===== src/rtl/i2c_amf_pkg.sv =====
`timescale 1ns/1ps
package i2c_amf_pkg;
  typedef enum logic [1:0] {
    ST_IDLE   = 2'd0,
    ST_SHIFT  = 2'd1,
    ST_DECIDE = 2'd2,
    ST_ACK    = 2'd3
  } amf_state_t;

  localparam logic [4:0] HDR_TAG = 5'b11110;
endpackage


===== src/rtl/amf_sync.sv =====
`timescale 1ns/1ps
module amf_sync #(
  parameter int STAGES = 2
) (
  input  logic clk,
  input  logic rst,
  input  logic d,
  output logic q
);
  generate
    if (STAGES == 1) begin : g_one
      logic r;
      always_ff @(posedge clk) begin
        if (rst) r <= 1'b1;
        else     r <= d;
      end
      assign q = r;
    end else begin : g_chain
      logic [STAGES-1:0] chain;
      always_ff @(posedge clk) begin
        if (rst) chain <= {STAGES{1'b1}};
        else     chain <= {chain[STAGES-2:0], d};
      end
      assign q = chain[STAGES-1];
    end
  endgenerate
endmodule


===== src/rtl/amf_bus_cond.sv =====
`timescale 1ns/1ps
module amf_bus_cond (
  input  logic clk,
  input  logic rst,
  input  logic scl,
  input  logic sda,
  output logic scl_rise,
  output logic scl_fall,
  output logic start_det,
  output logic stop_det
);
  logic scl_d, sda_d;

  always_ff @(posedge clk) begin
    if (rst) begin
      scl_d <= 1'b1;
      sda_d <= 1'b1;
    end else begin
      scl_d <= scl;
      sda_d <= sda;
    end
  end

  assign scl_rise  = scl & ~scl_d;
  assign scl_fall  = ~scl & scl_d;
  // SDA moving while SCL stays high marks a bus condition
  assign start_det = scl & scl_d & sda_d & ~sda;
  assign stop_det  = scl & scl_d & ~sda_d & sda;
endmodule


===== src/rtl/amf_addr_cmp.sv =====
`timescale 1ns/1ps
module amf_addr_cmp
  import i2c_amf_pkg::*;
#(
  parameter int BYTE_W = 8
) (
  input  logic              mode_10b,
  input  logic              hdr_stage,
  input  logic [BYTE_W-1:0] rx_byte,
  input  logic [BYTE_W-1:0] own_lo,
  input  logic [1:0]        own_hi,
  input  logic [5:1]        addr_mask,
  output logic              hit
);
  localparam int TOP_W = BYTE_W - 6;

  logic [BYTE_W-1:0] care7, care10, diff;

  // 7-bit: bit 0 is R/W, mask bit n covers byte bit n
  assign care7  = ~{{TOP_W{1'b0}}, addr_mask[5:1], 1'b1};
  // 10-bit low byte: mask bit 1 covers byte bits 1:0 together
  assign care10 = ~{{TOP_W{1'b0}}, addr_mask[5:2], addr_mask[1], addr_mask[1]};
  assign diff   = rx_byte ^ own_lo;

  always_comb begin
    if (!mode_10b)
      hit = ((diff & care7) == '0);
    else if (hdr_stage)
      hit = (rx_byte[7:3] == HDR_TAG) && (rx_byte[2:1] == own_hi);
    else
      hit = ((diff & care10) == '0);
  end
endmodule


===== src/rtl/i2c_addr_filter.sv =====
`timescale 1ns/1ps
module i2c_addr_filter
  import i2c_amf_pkg::*;
#(
  parameter int SYNC_STAGES = 2,
  parameter int BYTE_W      = 8
) (
  input  logic              clk,
  input  logic              rst,
  input  logic              scl_in,
  input  logic              sda_in,
  input  logic              mode_10b,
  input  logic [BYTE_W-1:0] own_lo,
  input  logic [1:0]        own_hi,
  input  logic [5:1]        addr_mask,
  output logic              sda_oe,
  output logic              match_irq,
  output logic [BYTE_W-1:0] rx_buf,
  output logic              rw_flag
);
  localparam int CNT_W = $clog2(BYTE_W + 1);
  localparam logic [CNT_W-1:0] LAST_BIT = CNT_W'(BYTE_W - 1);

  logic scl_s, sda_s;
  logic scl_rise, scl_fall, start_det, stop_det;
  logic hit;

  amf_state_t        state;
  logic [CNT_W-1:0]  bitcnt;
  logic [BYTE_W-1:0] shreg;
  logic              hdr_stage;
  logic              hdr_rw;

  amf_sync #(.STAGES(SYNC_STAGES)) u_sync_scl (.clk(clk), .rst(rst), .d(scl_in), .q(scl_s));
  amf_sync #(.STAGES(SYNC_STAGES)) u_sync_sda (.clk(clk), .rst(rst), .d(sda_in), .q(sda_s));

  amf_bus_cond u_cond (
    .clk(clk), .rst(rst), .scl(scl_s), .sda(sda_s),
    .scl_rise(scl_rise), .scl_fall(scl_fall),
    .start_det(start_det), .stop_det(stop_det)
  );

  amf_addr_cmp #(.BYTE_W(BYTE_W)) u_cmp (
    .mode_10b(mode_10b), .hdr_stage(hdr_stage), .rx_byte(shreg),
    .own_lo(own_lo), .own_hi(own_hi), .addr_mask(addr_mask), .hit(hit)
  );

  always_ff @(posedge clk) begin
    if (rst) begin
      state     <= ST_IDLE;
      bitcnt    <= '0;
      shreg     <= '0;
      hdr_stage <= 1'b0;
      hdr_rw    <= 1'b0;
      sda_oe    <= 1'b0;
      match_irq <= 1'b0;
      rx_buf    <= '0;
      rw_flag   <= 1'b0;
    end else begin
      match_irq <= 1'b0;
      if (stop_det) begin
        state  <= ST_IDLE;
        sda_oe <= 1'b0;
      end else if (start_det) begin
        state     <= ST_SHIFT;
        bitcnt    <= '0;
        hdr_stage <= mode_10b;
        sda_oe    <= 1'b0;
      end else begin
        case (state)
          ST_SHIFT: if (scl_rise) begin
            shreg  <= {shreg[BYTE_W-2:0], sda_s};
            bitcnt <= bitcnt + 1'b1;
            if (bitcnt == LAST_BIT) state <= ST_DECIDE;
          end
          ST_DECIDE: if (scl_fall) begin
            if (hit) begin
              sda_oe <= 1'b1;
              state  <= ST_ACK;
              if (hdr_stage) begin
                hdr_rw <= shreg[0];
              end else begin
                match_irq <= 1'b1;
                rx_buf    <= shreg;
                rw_flag   <= mode_10b ? hdr_rw : shreg[0];
              end
            end else begin
              state <= ST_IDLE;
            end
          end
          ST_ACK: if (scl_fall) begin
            sda_oe <= 1'b0;
            if (hdr_stage) begin
              state     <= ST_SHIFT;
              bitcnt    <= '0;
              hdr_stage <= 1'b0;
            end else begin
              state <= ST_IDLE;
            end
          end
          default: ;
        endcase
      end
    end
  end

  AST_IRQ_SINGLE: assert property (@(posedge clk) disable iff (rst)
    match_irq |=> !match_irq);
  AST_IRQ_WITH_ACK: assert property (@(posedge clk) disable iff (rst)
    match_irq |-> sda_oe);
  AST_ACK_AFTER_FALL: assert property (@(posedge clk) disable iff (rst)
    $rose(sda_oe) |-> $past(scl_fall));
  AST_STOP_RELEASES: assert property (@(posedge clk) disable iff (rst)
    stop_det |=> (!sda_oe && state == ST_IDLE));
  AST_BUF_HOLD: assert property (@(posedge clk) disable iff (rst)
    !match_irq |-> (rx_buf == $past(rx_buf) && rw_flag == $past(rw_flag)));
  AST_BITCNT_RANGE: assert property (@(posedge clk) disable iff (rst)
    bitcnt <= CNT_W'(BYTE_W));
endmodule


===== config.mk =====
export PLATFORM = sky130hd
export DESIGN_NAME = i2c_addr_filter
export DESIGN_NICKNAME = d
export VERILOG_FILES = /design/src/rtl/i2c_amf_pkg.sv /design/src/rtl/amf_sync.sv /design/src/rtl/amf_bus_cond.sv /design/src/rtl/amf_addr_cmp.sv /design/src/rtl/i2c_addr_filter.sv
export SDC_FILE = /design/constraint.sdc
export NUM_CORES = 1
export LEC_CHECK = 0
export ABC_CLOCK_PERIOD_IN_PS = 3200
export BUFFER_PORTS_ARGS = -buffer_cell sky130_fd_sc_hd__buf_2
export CELL_PAD_IN_SITES_DETAIL_PLACEMENT = 1
export CELL_PAD_IN_SITES_GLOBAL_PLACEMENT = 1
export CORE_MARGIN = 3
export CORE_UTILIZATION = 45
export DETAILED_ROUTE_END_ITERATION = 8
export GPL_TIMING_DRIVEN = 0
export PLACE_DENSITY_LB_ADDON = 0.3
export SLEW_MARGIN = 20
export SYNTH_ARGS = -nofsm -noshare
export SYNTH_HDL_FRONTEND = slang
export SYNTH_SLANG_ARGS = --single-unit

===== constraint.sdc =====
create_clock -name clk -period 3.2 [get_ports clk]
set_clock_uncertainty 0.2 [all_clocks]
set_input_delay 0 -clock clk [delete_from_list [all_inputs] [get_ports clk]]
set_output_delay 0 -clock clk [all_outputs]
set_load 0.01 [all_outputs]

# Yosys cells after proc, flatten, opt, wreduce, memory -nomap -nowiden
# Cells that the tools add are included.
# W data, S select, Z words.
# classes
add_sub_neg	1
n_eq_ne	16
muxes	23
bitwise_logic	22
reduce_logical	20
# ops
op	n
$and A8 B8 Y8	2
$logic_not A8 Y1	2
$mux W4	4
$not A6 Y8	2
$ne A3 B3 Y1 const B	5
$reduce_and A5 Y1	3
$reduce_and A6 Y1	2
$mux W1	11
$mux W2	5
$ne A2 B2 Y1 const B	5
$not A1 Y1	10
$pmux W4 S2	1
$reduce_and A4 Y1	2
$xor A8 B8 Y8	1
$and A1 B1 Y1	7
$pmux W2 S3	1
$reduce_bool A2 Y1	3
$reduce_bool A3 Y1	2
$reduce_or A6 Y1	1
$eq A5 B5 Y1 const B	1
$add A4 B1 Y4 const B	1
$eq A2 B2 Y1 const B	2
$eq A4 B3 Y1 const B	1
$reduce_bool A4 Y1	1
other kinds (7)	7
# totals
ff_bits	33
inputBits	20
out_inout_bits	11
wordCells	96

# Logic depth before layout (Yosys ltp)
# Gate-level depths: netlist (run 1).
# depth
depth_word	9
mapped_depth	8
mapped_depth_nobuf	7

# By module
# From an unflattened synthesis (run 1), not the netlist that was laid out.
# hier_totals
hier_cells	176
hier_area_um2	1581.5
# modules_own_cells
mod	instances	cells_per_inst	area_each_um2	seq_area_each_um2
i2c_addr_filter	1	137	1221.2	540.5
amf_addr_cmp	1	23	170.2	0.0
amf_sync	2	4	52.6	40.0
amf_bus_cond	1	8	85.1	40.0

# Least setup slack after synthesis (run 1)
# OpenSTA, ideal clock, no wires.
# synth_path
path_type	register to register
startpoint	reg state[0]
endpoint	reg state[0]
setup_ps	132
arrival_time_ps	1588
t_required_ps	2868
path_slack_ps	1279
path_stages_with_launch	8
path_buffers	0
synth_period_minus_slack_ps	1921
path_cell_list	dfxtp_1 inv_1 ha_1 or2_2 nor4_1 o22ai_1 a211oi_1 a221oi_2
# synth_between
elab_chain_cells	3
word_cells_on_any_way	11
cone_classes	eq/ne: 7; mux: 2; reduce/logical: 2
# synth_lines
item	line	rtl
from (decl)	i2c_addr_filter.sv:28	amf_state_t state;
from (signal assigned)	i2c_addr_filter.sv:50	state <= ST_IDLE;
from (signal assigned)	i2c_addr_filter.sv:62	state <= ST_IDLE;
from (signal assigned)	i2c_addr_filter.sv:65	state <= ST_SHIFT;
$eq A2 B1 Y1 / $eq A2 B2 Y1 (equally long branches)	i2c_addr_filter.sv:70	case (state)
$ne A3 B3 Y1 (no line), or another cell as far along	n/a	
$reduce_and A5 Y1 (no line) / $mux W1 (equally long branches)	n/a	
# Parallel ways exist; a longest one is shown, timed or not.
# A chain may end at the register's enable or synchronous reset.

# Worst setup path after layout (run 1)
# layout_path
startpoint	reg state[0]
endpoint	reg rx_buf[0]
# layout_between
elab_chain_cells	2
# layout_lines
item	line	rtl
$eq A2 B2 Y1	i2c_addr_filter.sv:70	
$reduce_and A6 Y1 (no line)	n/a	
to (signal assigned)	i2c_addr_filter.sv:84	rx_buf <= shreg;
to (decl)	i2c_addr_filter.sv:18	output logic [BYTE_W-1:0] rx_buf,
# Every way passes these cells.

==> PnR_summary.wiki, run 1 <==
{| class="wikitable"
! Metric !! Value
|-
| Outcome || finished, final reports clean
|-
| Highest net fanout along the worst path || 10
|-
| Clock buffer count from CTS || 5
|-
| Leakage Power || 0.870 nW
|-
| Die width || 67.3 µm
|-
| Setup Buffers After CTS || 0
|-
| CTS sink count || 33
|-
| Remaining global-route overflow || 0
|-
| Die area || 4530 µm²
|-
| Number of instances in the synthesized netlist || 179
|-
| CORE AREA || 3470 µm²
|-
| Final Cell Area || 2050 µm²
|-
| Dominant register cell in the synthesized netlist || sky130_fd_sc_hd__dfxtp_1
|-
| Final-stage net count || 243
|-
| Post-synth EDFFs || 0
|-
| Crit path DAT || 2260 ps
|-
| Initial antenna violation count || 0
|-
| Drt via density || 5.56
|-
| Synth-to-Final Area Change || 21.2%
|-
| RSZ-0062 raised after global routing || no
|-
| Wire length of the first global-routing pass || 7.40 mm
|-
| Type of origin of the critical path || flip-flop
|-
| Final weighted congestion in routability-driven placement || 0.790
|-
| GRT Resource Usage Total || 0.222
|-
| Fraction of layout cells with a size suffix above 1 || 0.264
|-
| Relative slew slack || 0.588
|-
| Dominant cells by area after synthesis || sky130_fd_sc_hd__dfxtp_1 39%, sky130_fd_sc_hd__mux2i_1 7.1%, sky130_fd_sc_hd__xnor2_1 4.7%
|-
| Buffers added on ports || 29
|-
| Share of the cycle needed by the critical path after routing || 0.700
|-
| Part of the Yosys area used for sequential elements || 0.390
|-
| Filler Cell Count || 410
|-
| Clock edge transition at the registers on the reported setup and hold paths || 70 ps
|-
| Max-Cap Viols || 0
|-
| DRC violation count after routing || 0
|-
| Pin count of the biggest net entering global routing || 11
|-
| Final number of setup-violating endpoints || 0
|-
| Via count of the routed design || 1478
|-
| Clock tree from TritonCTS || done
|-
| Worst supply voltage drop on vdd || 0.000285 V
|-
| Cell type with the highest aggregate area in the netlist || sky130_fd_sc_hd__dfxtp_1
|-
| Leading cell type by number of instances after synthesis || sky130_fd_sc_hd__dfxtp_1
|-
| Worst Tran Pin Value || 613 ps
|-
| Portion of synthesized cell area occupied by the leading cell type || 0.390
|-
| Via count of the first global-routing pass || 1549
|-
| Post-route antenna net violation count || 0
|-
| Average routed wire per standard cell || 17.5 µm
|-
| Buffer cell driving the clock tree root || sky130_fd_sc_hd__clkbuf_8
|-
| Starting density of the core || 0.488
|-
| Synth Net Count || 203
|-
| Cell types with the highest counts after synthesis || 33 x sky130_fd_sc_hd__dfxtp_1, 14 x sky130_fd_sc_hd__nor2_1, 12 x sky130_fd_sc_hd__mux2i_1
|-
| Number of distinct library cell variants in the gate-level netlist after synthesis || 46
|-
| Dpl cells || 254
|-
| Number of synthesized register bits || 33
|-
| Worst Hold Path Cells || 3
|-
| Number of max-slew violations in the final report || 0
|-
| Cells on worst reg2reg path || 8
|-
| Antenna cell count || 0
|-
| Hold buffer count at cts || 4
|-
| Number of placed I/O pins || 31
|-
| Clock latency on the worst-skew pair || 290 ps
|-
| Buffer depth of the longest clock path || 2
|-
| Avg Inst Size Synth || 9.46 µm²
|-
| First drt pass iteration count || 4
|-
| PostCTS Resize Cnt || 0
|-
| PwrDens || 445 nW/µm²
|-
| Post-detailed-placement half-perimeter wirelength || 3.36 mm
|-
| CP endpoint kind || flip-flop
|-
| Required arrival time at the worst endpoint || 3220 ps
|-
| Share of synthesized flip-flops with an asynchronous set or reset || 0
|-
| H-tree levels || 2
|-
| Post-route non-filler standard cell count || 266
|-
| Die Height || 67.3 µm
|-
| Instance area after placement || 1900 µm²
|-
| Post-layout minimum cycle time || 2240 ps
|-
| Worst setup path class || reg2reg
|-
| Type of the tightest min-delay check || in2reg
|-
| Final wirelength || 4.67 mm
|-
| Number of warning messages in the yosys log || 0
|-
| Number of failing hold endpoints at the final stage || 0
|-
| Achievable clock frequency || 0.446 GHz
|-
| Iteration-0 DRC count of the detailed router || 102
|-
| Smallest hold slack || 47.0 ps
|-
| Setup_tns || 0 ps
|-
| Core Rows || 21
|-
| Cell area after synthesis || 1690 µm²
|}
[cell usage in the layout (no fill, tap or decap), types with 4 or more instances in the layout]
cell and count:
sky130_fd_sc_hd__inv_1 6, sky130_fd_sc_hd__nor3b_1 5, sky130_fd_sc_hd__nor2_1 14, sky130_fd_sc_hd__mux2i_1 12
sky130_fd_sc_hd__xnor2_1 9, sky130_fd_sc_hd__dfxtp_1 33, sky130_fd_sc_hd__nor3_1 4, sky130_fd_sc_hd__ha_1 4
sky130_fd_sc_hd__or2_2 7, sky130_fd_sc_hd__buf_2 30, sky130_fd_sc_hd__o21ai_0 5, sky130_fd_sc_hd__dlygate4sd3_1 4
sky130_fd_sc_hd__o21ai_1 7, sky130_fd_sc_hd__clkbuf_1 6, sky130_fd_sc_hd__a21oi_1 5, sky130_fd_sc_hd__clkbuf_8 6
sky130_fd_sc_hd__nand2b_1 11, sky130_fd_sc_hd__nand4b_1 8, sky130_fd_sc_hd__nand2_1 5
[report_power, final]
group          internal (W)  switching (W)
clock network      0.000254       0.000153
registers          0.000416     0.00000724
logic             0.0000382      0.0000433
total              0.000708       0.000204
[path summary, 6_finish.rpt]
| path | slack, ps | from | to |
|---|---|---|---|
| hold reg to reg | 220 | u_sync_sda.g_chain.chain[0]$_SDFF_PP1_ | u_sync_sda.g_chain.chain[1]$_SDFF_PP1_ |
| setup reg to reg | 960 | state[0]$_SDFFE_PP0P_ | rx_buf[0]$_SDFFE_PP0P_ |
| setup / recovery | 960 | state[0]$_SDFFE_PP0P_ | rx_buf[0]$_SDFFE_PP0P_ |
| hold / removal | 50 | rst | rx_buf[3]$_SDFFE_PP0P_ |
[registers in the layout, summed over array words and instances (netlist names)]
register and cells:
u_sync_scl.g_chain.chain 2, u_cond.sda_d 1, bitcnt 4, hdr_stage 1
u_cond.scl_d 1, sda_oe 1, rw_flag 1, hdr_rw 1
rx_buf 8, match_irq 1, state 2, u_sync_sda.g_chain.chain 2
shreg 8
[critical path, stage by stage (launching register included)]
cell and delay (ps):
sky130_fd_sc_hd__dfxtp_1 350, sky130_fd_sc_hd__inv_1 90, sky130_fd_sc_hd__ha_1 230, sky130_fd_sc_hd__inv_1 70, sky130_fd_sc_hd__nor2_2 170, sky130_fd_sc_hd__nor3b_2 510, sky130_fd_sc_hd__and2_1 230, sky130_fd_sc_hd__buf_6 150
sky130_fd_sc_hd__mux2i_1 170
[cells by family (layout without fill, tap and decap cells)]
logic type,Yosys count,count (layout),synth area share
compound gates,33,33,0.142
xor+xnor,11,11,0.0569
fa+ha+maj,4,4,0.0296
buf+inv,13,54,0.0340
flops,33,33,0.390
mux,12,12,0.0710
simple gates,73,73,0.276
[layer usage]
layer	global-route usage	wire, µm	vias up
met5	0	0	-
met4	0.0582	29	0
met3	0.0532	176	4
met2	0.411	2510	34
met1	0.253	1950	722
li1	-	-	718
[through the flow]
step | power (W) | utilization | worst slack (ps)
finish | 0.000912 | 0.592 | 959
global route | 0.000945 | 0.592 | 756
CTS | 0.000917 | 0.592 | 966
detailed placement | 0.000508 | 0.547 | 1040
global placement | 0.000502 | 0.547 | 1110
floorplan | 0.000480 | - | 1280
[cell type report]
cell class                 instances  area, µm²  share of cell area
multi-input combinational        133        975               0.475
sequential                        33        661               0.322
timing repair buffer              33        185              0.0902
clock buffer                       7       86.3              0.0421
tap                               46       57.6              0.0280
buffer                             7       35.0              0.0171
clock inverter                     1       30.0              0.0146
inverter                           6       22.5              0.0110
Note: power is estimated with default switching activity, not from simulation.
==> inputs of run 2 (changes only) <==
--- a/config.mk
+++ b/config.mk
@@ -5,12 +5,13 @@
 export SDC_FILE = /design/constraint.sdc
 export NUM_CORES = 1
 export LEC_CHECK = 0
-export ABC_CLOCK_PERIOD_IN_PS = 3200
+export ABC_AREA = 1
+export ABC_CLOCK_PERIOD_IN_PS = 1910
 export BUFFER_PORTS_ARGS = -buffer_cell sky130_fd_sc_hd__buf_2
 export CELL_PAD_IN_SITES_DETAIL_PLACEMENT = 1
 export CELL_PAD_IN_SITES_GLOBAL_PLACEMENT = 1
 export CORE_MARGIN = 3
-export CORE_UTILIZATION = 45
+export CORE_UTILIZATION = 34
 export DETAILED_ROUTE_END_ITERATION = 8
 export GPL_TIMING_DRIVEN = 0
 export PLACE_DENSITY_LB_ADDON = 0.3
==> constraint.sdc (replaced) <==
create_clock -name clk -period 1.91 [get_ports clk]
set_clock_uncertainty 0.2 [all_clocks]
set_input_delay 0 -clock clk [delete_from_list [all_inputs] [get_ports clk]]
set_output_delay 0 -clock clk [all_outputs]
set_load 0.01 [all_outputs]
==> run 2 against run 1 <==
Wire length decreased by 12%; first-iteration DRC count decreased by 35%; flip-flop and latch count unchanged; setup slack got worse by 800 ps; highest routed layer unchanged; sequential power increased by 84%; die area increased by 29%.
==> PnR_summary.wiki, run 2 <==
{| class="wikitable"
! Metric !! Value
|-
| Outcome || finished, final reports clean
|-
| Worst Setup SP || state[0]$_SDFFE_PP0P_
|-
| Sequential cell area in the final layout || 663 µm²
|-
| Average routed wire per standard cell || 11.3 µm
|-
| Wire length of the first global-routing pass || 7.15 mm
|-
| Cell area after synthesis || 1690 µm²
|-
| Final-stage net count || 321
|-
| Via count of the first global-routing pass || 1635
|-
| Die width || 76.5 µm
|-
| Synth Net Count || 278
|-
| Clock tree from TritonCTS || done
|-
| Flop-to-flop setup slack || 150 ps
|-
| Cell type with the highest aggregate area in the netlist || sky130_fd_sc_hd__dfxtp_1
|-
| Most common library cell in the layout ignoring fill and taps || sky130_fd_sc_hd__nand2_1
|-
| Via count of the routed design || 1635
|-
| Post-route antenna net violation count || 0
|-
| Post-detailed-placement half-perimeter wirelength || 3.15 mm
|-
| End point of the critical path || state[1]$_SDFFE_PP0P_
|-
| Highest net fanout along the worst path || 5
|-
| Core Rows || 25
|-
| Setup slack after placement || -72.3 ps
|-
| Worst Tran Pin Value || 514 ps
|-
| Leakage Power || 1.07 nW
|-
| Number of synthesized register bits || 33
|-
| CP endpoint kind || flip-flop
|-
| Share of synthesized flip-flops with an asynchronous set or reset || 0
|-
| Worst supply voltage drop on vdd || 0.000523 V
|-
| Portion of synthesized cell area occupied by the leading cell type || 0.391
|-
| First drt pass iteration count || 4
|-
| Clock edge transition at the registers on the reported setup and hold paths || 70 ps
|-
| Synth-to-Final Area Change || 24.0%
|-
| Number of instances in the synthesized netlist || 254
|-
| Iteration-0 DRC count of the detailed router || 66
|-
| Cell types with the highest counts after synthesis || 65 x sky130_fd_sc_hd__nand2_1, 41 x sky130_fd_sc_hd__nor2_1, 39 x sky130_fd_sc_hd__inv_1
|-
| Part of the Yosys area used for sequential elements || 0.391
|-
| Startpoint of the worst-slack reg-to-reg timing path || state[0]$_SDFFE_PP0P_
|-
| Buffers added on ports || 30
|-
| Filler Cell Count || 656
|-
| Clock latency on the worst-skew pair || 290 ps
|-
| Number of max-slew violations in the final report || 0
|-
| Leading cell type by number of instances after synthesis || sky130_fd_sc_hd__nand2_1
|-
| Drt via density || 4.48
|-
| Fraction of layout cells with a size suffix above 1 || 0.198
|-
| Dominant register cell in the synthesized netlist || sky130_fd_sc_hd__dfxtp_1
|-
| Post-layout minimum cycle time || 1760 ps
|-
| Number of warning messages in the yosys log || 0
|-
| DRC violation count after routing || 0
|-
| Avg Inst Size Synth || 6.66 µm²
|-
| Required arrival time at the worst endpoint || 1890 ps
|-
| Final number of setup-violating endpoints || 0
|-
| Starting density of the core || 0.356
|-
| CTS sink count || 33
|-
| Top Registers || rx_buf: 8 flops, shreg: 8 flops, bitcnt: 4 flops
|-
| Remaining global-route overflow || 0
|-
| Buffer depth of the longest clock path || 2
|-
| CORE AREA || 4750 µm²
|-
| Type of the tightest min-delay check || in2reg
|-
| Final wirelength || 4.12 mm
|-
| Leading cell types in the layout, fill and taps excluded || 65 x sky130_fd_sc_hd__nand2_1, 40 x sky130_fd_sc_hd__nor2_1, 38 x sky130_fd_sc_hd__inv_1
|-
| Clock buffer count from CTS || 5
|-
| Achievable clock frequency || 0.570 GHz
|-
| Smallest hold slack || 115 ps
|-
| Initial antenna violation count || 0
|-
| Post-synth EDFFs || 0
|-
| H-tree levels || 2
|-
| Capture point of the worst reg-to-reg path || state[1]$_SDFFE_PP0P_
|-
| Number of distinct library cell variants in the gate-level netlist after synthesis || 27
|-
| GRT Resource Usage Total || 0.149
|-
| Number of failing hold endpoints at the final stage || 0
|-
| Max-Cap Viols || 0
|-
| Share of the cycle needed by the critical path after routing || 0.919
|-
| Die Height || 76.5 µm
|-
| Pin count of the biggest net entering global routing || 11
|-
| Final weighted congestion in routability-driven placement || 0.783
|-
| Cells on worst reg2reg path || 10
|-
| Relative slew slack || 0.658
|-
| Worst setup path class || reg2reg
|-
| Area of the multi-input gates || 871 µm²
|-
| Crit path DAT || 1730 ps
|-
| Setup WS post-layout || 155 ps
|-
| Buffer cell driving the clock tree root || sky130_fd_sc_hd__clkbuf_8
|-
| Dominant cells by area after synthesis || sky130_fd_sc_hd__dfxtp_1 39%, sky130_fd_sc_hd__nand2_1 14%, sky130_fd_sc_hd__nor2_1 9.1%
|-
| Type of origin of the critical path || flip-flop
|-
| Antenna cell count || 0
|-
| Die area || 5850 µm²
|-
| Number of placed I/O pins || 31
|-
| PwrDens || 844 nW/µm²
|}
## run 2: area by class of cell
type	instances	area share
multi-input combinational	176	0.416
inverter	40	0.0716
sequential	33	0.316
clock buffer	8	0.0382
buffer	4	0.0107
tap	67	0.0400
timing repair buffer	37	0.107
## run 2: worst min-delay path by stage
stage	start	to	depth (start not counted)
3_5_place_dp	sda_in	u_sync_sda.g_chain.chain[0]$_SDFF_PP1_	2
2_1_floorplan	scl_in	u_sync_scl.g_chain.chain[0]$_SDFF_PP1_	1
6_report	own_lo[7]	state[1]$_SDFFE_PP0P_	8
4_1_cts	own_lo[7]	state[1]$_SDFFE_PP0P_	8
5_1_grt	own_lo[7]	state[1]$_SDFFE_PP0P_	8
3_3_place_gp	scl_in	u_sync_scl.g_chain.chain[0]$_SDFF_PP1_	2
## run 2: logic make-up (layout without fill, tap and decap cells)
group	Yosys count	count (layout)	share of synthesized area
compound gates	32	32	0.0962
xor+xnor	4	4	0.0207
fa+ha+maj	4	4	0.0296
buf+inv	45	89	0.104
flops	33	33	0.391
simple gates	136	136	0.358
## run 2: worst max-delay path, cell delays in order (launching register included)
cell                       delay [ps]
sky130_fd_sc_hd__dfxtp_1          370
sky130_fd_sc_hd__inv_1             80
sky130_fd_sc_hd__ha_2             240
sky130_fd_sc_hd__nor2_4           140
sky130_fd_sc_hd__inv_1             70
sky130_fd_sc_hd__nand2_1           70
sky130_fd_sc_hd__o21ai_1           90
sky130_fd_sc_hd__a211oi_2         190
sky130_fd_sc_hd__nand2_1           70
sky130_fd_sc_hd__inv_1             60
sky130_fd_sc_hd__a21oi_1           50
## run 2: layer usage
layer | vias up | part of all wire | global-route usage
met2 | 23 | 0.46 | 0.256
li1 | 868 | - | -
met4 | 0 | 0.019 | 0.0598
met5 | - | 0 | 0
met3 | 7 | 0.029 | 0.0331
met1 | 737 | 0.49 | 0.181
## run 2: timing repair
item | CTS | global route
resized for setup | 1 | 8
setup buffers | 0 | 3
endpoints found under the hold margin | 6 | 0
cloned | 0 | 0
pin swaps | 0 | 2
hold buffers | 4 | 0
setup endpoints to repair | 5 | 15
## run 2: where the power goes
part | internal [W] | total (W) | switching [W]
Combinational | 0.000194 | 0.000473 | 0.000280
Sequential | 0.000738 | 0.000781 | 0.0000427
Clock | 0.000259 | 0.000514 | 0.000255
Total | 0.00119 | 0.00177 | 0.000578
## run 2: per-stage QoR
| stage | TNS [ps] | cell area, µm² | cells | power, W | util |
|---|---|---|---|---|---|
| after global placement | -95.3 | 1920 | 351 | 0.00120 | 0.405 |
| after CTS | 0 | 2040 | 362 | 0.00174 | 0.430 |
| after floorplan | 0 | 1690 | 254 | 0.00110 | - |
| after global routing | -15.6 | 2100 | 365 | 0.00190 | 0.441 |
| final | 0 | 2100 | 365 | 0.00177 | 0.441 |
| after detailed placement | -150 | 1920 | 351 | 0.00121 | 0.405 |
